==> config.mk <==
export PLATFORM = sky130hd
export DESIGN_NAME = gpio_irq_router
export DESIGN_NICKNAME = d
export VERILOG_FILES = /design/src/rtl/girt_pkg.sv /design/src/rtl/girt_cfg_reg.sv /design/src/rtl/girt_pair_steer.sv /design/src/rtl/girt_shared_merge.sv /design/src/rtl/gpio_irq_router.sv
export SDC_FILE = /design/constraint.sdc
export NUM_CORES = 1
export LEC_CHECK = 0
export BUFFER_PORTS_ARGS = -buffer_cell sky130_fd_sc_hd__buf_2
export CORE_MARGIN = 4
export CORE_UTILIZATION = 41
export CTS_CLUSTER_DIAMETER = 50
export DETAILED_ROUTE_END_ITERATION = 10
export PLACE_DENSITY = 0.86
export SETUP_SLACK_MARGIN = 0.4
export SYNTH_ARGS = -nofsm -noshare
export SYNTH_HDL_FRONTEND = slang
export SYNTH_SLANG_ARGS = --single-unit
==> constraint.sdc <==
create_clock -name clk -period 2 [get_ports clk]
set_input_delay 0.4 -clock clk [delete_from_list [all_inputs] [get_ports clk]]
set_output_delay 0.4 -clock clk [all_outputs]
set_load 0.05 [all_outputs]
==> src/rtl/girt_pkg.sv <==
package girt_pkg;
  localparam int unsigned C0_LINES_DEF = 14;
  localparam int unsigned C1_LINES_DEF = 24;
  localparam int unsigned C1_MUXED_DEF = 18;
  localparam int unsigned C2_LINES_DEF = 32;

  typedef enum logic [1:0] {
    SH_C0  = 2'd0,
    SH_C1  = 2'd1,
    SH_FAB = 2'd2
  } shared_idx_e;
endpackage

==> src/rtl/girt_cfg_reg.sv <==
module girt_cfg_reg #(
  parameter int unsigned WIDTH = 32
) (
  input  logic             clk,
  input  logic             rst_n,
  input  logic             we,
  input  logic [WIDTH-1:0] wdata,
  output logic [WIDTH-1:0] q
);
  always_ff @(posedge clk or negedge rst_n) begin
    if (!rst_n)  q <= '0;
    else if (we) q <= wdata;
  end
endmodule

==> src/rtl/girt_pair_steer.sv <==
module girt_pair_steer #(
  parameter int unsigned SLOTS = 32
) (
  input  logic [SLOTS-1:0] sel,
  input  logic [SLOTS-1:0] hard_in,
  input  logic [SLOTS-1:0] fab_in,
  output logic [SLOTS-1:0] direct_out,
  output logic [SLOTS-1:0] hard_lost,
  output logic [SLOTS-1:0] fab_lost
);
  for (genvar k = 0; k < SLOTS; k++) begin : g_slot
    // sel=1: fabric wins the slot, hard line goes to shared
    assign direct_out[k] = sel[k] ? fab_in[k] : hard_in[k];
    assign hard_lost[k]  = sel[k] & hard_in[k];
    assign fab_lost[k]   = ~sel[k] & fab_in[k];
  end
endmodule

==> src/rtl/girt_shared_merge.sv <==
module girt_shared_merge
  import girt_pkg::*;
#(
  parameter int unsigned C0_LINES = 14,
  parameter int unsigned SLOTS    = 32
) (
  input  logic [SLOTS-1:0] hard_lost,
  input  logic [SLOTS-1:0] fab_lost,
  output logic [2:0]       shared_out
);
  always_comb begin
    shared_out         = '0;
    shared_out[SH_C0]  = |hard_lost[C0_LINES-1:0];
    shared_out[SH_C1]  = |hard_lost[SLOTS-1:C0_LINES];
    shared_out[SH_FAB] = |fab_lost;
  end
endmodule

==> src/rtl/gpio_irq_router.sv <==
module gpio_irq_router
  import girt_pkg::*;
#(
  parameter int unsigned C0_LINES = C0_LINES_DEF,
  parameter int unsigned C1_LINES = C1_LINES_DEF,
  parameter int unsigned C1_MUXED = C1_MUXED_DEF,
  parameter int unsigned C2_LINES = C2_LINES_DEF,
  localparam int unsigned SLOTS    = C0_LINES + C1_MUXED,
  localparam int unsigned N_DIRECT = SLOTS + C1_LINES - C1_MUXED
) (
  input  logic                clk,
  input  logic                rst_n,
  input  logic                cfg_we,
  input  logic [SLOTS-1:0]    cfg_wdata,
  output logic [SLOTS-1:0]    cfg_rdata,
  input  logic [C0_LINES-1:0] irq_c0,
  input  logic [C1_LINES-1:0] irq_c1,
  input  logic [C2_LINES-1:0] irq_c2,
  output logic [N_DIRECT-1:0] direct_irq,
  output logic [2:0]          shared_irq
);
  logic [SLOTS-1:0] sel;
  logic [SLOTS-1:0] hard_vec;
  logic [SLOTS-1:0] slot_direct;
  logic [SLOTS-1:0] hard_lost;
  logic [SLOTS-1:0] fab_lost;

  girt_cfg_reg #(.WIDTH(SLOTS)) u_reg (
    .clk(clk), .rst_n(rst_n), .we(cfg_we), .wdata(cfg_wdata), .q(sel)
  );

  assign cfg_rdata = sel;
  assign hard_vec  = {irq_c1[C1_MUXED-1:0], irq_c0};

  girt_pair_steer #(.SLOTS(SLOTS)) u_steer (
    .sel(sel), .hard_in(hard_vec), .fab_in(irq_c2[SLOTS-1:0]),
    .direct_out(slot_direct), .hard_lost(hard_lost), .fab_lost(fab_lost)
  );

  girt_shared_merge #(.C0_LINES(C0_LINES), .SLOTS(SLOTS)) u_merge (
    .hard_lost(hard_lost), .fab_lost(fab_lost), .shared_out(shared_irq)
  );

  assign direct_irq = {irq_c1[C1_LINES-1:C1_MUXED], slot_direct};
endmodule

==> qor.txt <==
vias per cell: 5.148
fill cell count: 307
Synth top area share: 39.46%
R2R depth: 3
CTS tree: yes
static leakage: 1.906 nW
biggest area consumer among synthesized cells: dfrtp_1
Ys Warns: 0
Clock Skew: 0 ns
Setup crit end kind: output pin
PD cells: 711.5 mW/mm2
synthesized area: 0.002029 mm2
via count: 2188
largest net degree at the start of global routing: 33
crit path setup slack, layout: -0.03207 ns
commonest non-fill, non-tap cell in the layout: buf_2
Simple-Gate Fraction of Synth Area: 2.651%
Min Hold Slack: 0.1784 ns
Final Wtd Congestion: 0.9078
GRT overflow: 0
RSZ-0062 raised after global routing: yes
Setup Crit Path Kind: flop to output pin
Core Box Area: 0.004755 mm2
Initial Utilization: 42.68%
CTS Buffer Depth: 2
die area: 0.006140 mm2
FF-to-FF Start: u_reg.q[7]$_DFFE_PN0P_
crit-path max cell delay: 0.45 ns
DR pass1 iterations: 4
Synth Area in Compound Gates: 12.33%
slew margin rel.: 51.49%
nets: 463
failing checks: setup timing
root buffer cell: clkbuf_8
HP Class: input pin to async pin
Sum Neg Setup Slack: -0.03207 ns
First DRT Iteration DRCs: 89
RR Endpoint: u_reg.q[7]$_DFFE_PN0P_
worst-path cell chain: a22o_1, a221oi_2, and3_1, nand4_1, buf_6
delay-heaviest family, CP: flip-flops
Post-Route Utilization: 77.71%
Port-buffer cells: 165
largest registers: u_reg.q x32
DRC viols: 0
CTS Buf Count: 5
period utilization: 101.6%
Critical Path Start Type: flop
routed wire length: 8102 um
Synth Area in Adders: 0%
Post-Synth XOR/XNOR Area: 0%
post-synthesis cell type count: 16
initial antenna violation count: 0
Max-cap violations: 0
Cell Rows: 25
multi-input logic area: 0.001235 mm2
Avg WL per Cell: 19.06 um
combinational family with the most area after synthesis: multiplexers
CTS sink count: 32
max FFs per register: 32
crit path time final: 2.032 ns
Design Power: 2.629 mW
antenna diode count: 0
Max H-tree Level: 2
mux share of post-synthesis cell area: 35.51%
worst path bufs/invs: 1
first-pass GRT wire length: 11840 um
layout cells sized above 1: 82.68%
VDD IR max: 532.0 uV
clock latency on the worst-skew pair: 0.28 ns
GRT Overall Usage: 24.95%
final setup fails: 1
worst slew pin tran: 0.7277 ns
Critical-path top delay cell: dfrtp_2
Clk pin slew, worst setup/hold paths: 0.06 ns
Routed Antenna Nets: 0
Syn Area/Cell: 11.34 um2
CP Data Required Time: 1.60 ns
Final Max Tran Viols: 0
syn nets: 284
Worst Path Arrival: 1.63 ns
area grow syn2layout: 82.06%
Largest Register: u_reg.q
ranking of synthesized cells by area: dfrtp_1 39%, mux2_2 34%, inv_1 5.9%
most frequent cells in the layout: 129 x buf_2, 32 x inv_1, 32 x mux2_4, 32 x buf_8, 32 x dfrtp_2
Top Ports: 178
hpwl dp: 5770 um
Mapped Cells: 179
Die X: 78.36 um
register area share after synthesis: 39.46%
critical path fanouts, max: 5
Die Y: 78.36 um
#FFs+latches synth: 32
FF/Latch Area: 840.8 um2
FMAX: 492.1 MHz
outcome: complete, but fails checks
Worst R2R Setup Slack: 0.94 ns
final hold violation count: 0
vias in the first global route: 2322
power by group:
group	leakage, nW	switching [mW]	internal, mW
logic	1.52	0.762	0.571
registers	0.342	0.110	0.725
clock network	0.0410	0.224	0.236
total	1.91	1.10	1.53
stage by stage:
stage	instance area, um2	instances	setup WS [ns]
after detailed placement	2928	402	0.1087
after global routing	3695	425	-0.1462
after global placement	2928	402	0.07752
after CTS	3481	418	-0.02686
after floorplan	2082	179	0.06597
final	3695	425	-0.03207
routing by layer:
layer  part of all wire (%)  up-vias  track usage, %
li1                       -     1010               -
met1                     37     1070           29.32
met2                     55       93           45.55
met3                    5.6       15           4.817
met4                    1.8        0           7.867
met5                      0        -               0
cells by family (layout without fill, tap and decap cells):
| group | after synthesis | in the layout |
|---|---|---|
| buf+inv | 42 | 221 |
| compound gates | 32 | 32 |
| mux | 64 | 64 |
| flops | 32 | 32 |
| simple gates | 9 | 9 |
layout make-up:
cell class,instances,share of cell area [%]
clock buffers,6,1.964
repair buffers,182,36.20
flip-flops and latches,32,22.76
inverters,32,3.251
clock inverters,1,0.1355
multi-input cells,105,33.42
well taps,67,2.269
worst max path at each step:
stage               depth (start not counted)       endpoint  slack, ns                     from
finish                                      5  shared_irq[1]      -0.03  u_reg.q[18]$_DFFE_PN0P_
detailed placement                          6  shared_irq[2]       0.11                irq_c2[3]
global route                                5  shared_irq[1]      -0.15  u_reg.q[25]$_DFFE_PN0P_
floorplan                                   4  shared_irq[1]       0.07  u_reg.q[23]$_DFFE_PN0P_
CTS                                         5  shared_irq[1]      -0.03  u_reg.q[25]$_DFFE_PN0P_
global placement                            6  shared_irq[2]       0.08                irq_c2[3]
what timing repair did:
| action | CTS | global route |
|---|---|---|
| hold buffers | 0 | 0 |
| pin swaps | 7 | 6 |
| endpoints found under the setup margin | 35 | 35 |
| gates resized for setup | 118 | 38 |
| gates cloned | 0 | 0 |
| buffers inserted | 9 | 7 |
Yosys cell counts (all sizes together):
| master | number |
|---|---|
| buf | 9 |
| a22oi | 7 |
| nand2 | 1 |
| and3 | 1 |
| o22ai | 16 |
| clkbuf | 1 |
| a22o | 4 |
| inv | 32 |
| dfrtp | 32 |
| nor4 | 4 |
| nand4 | 3 |
| mux2 | 64 |
| a221oi | 5 |
Note: power is estimated with default switching activity, not from simulation.
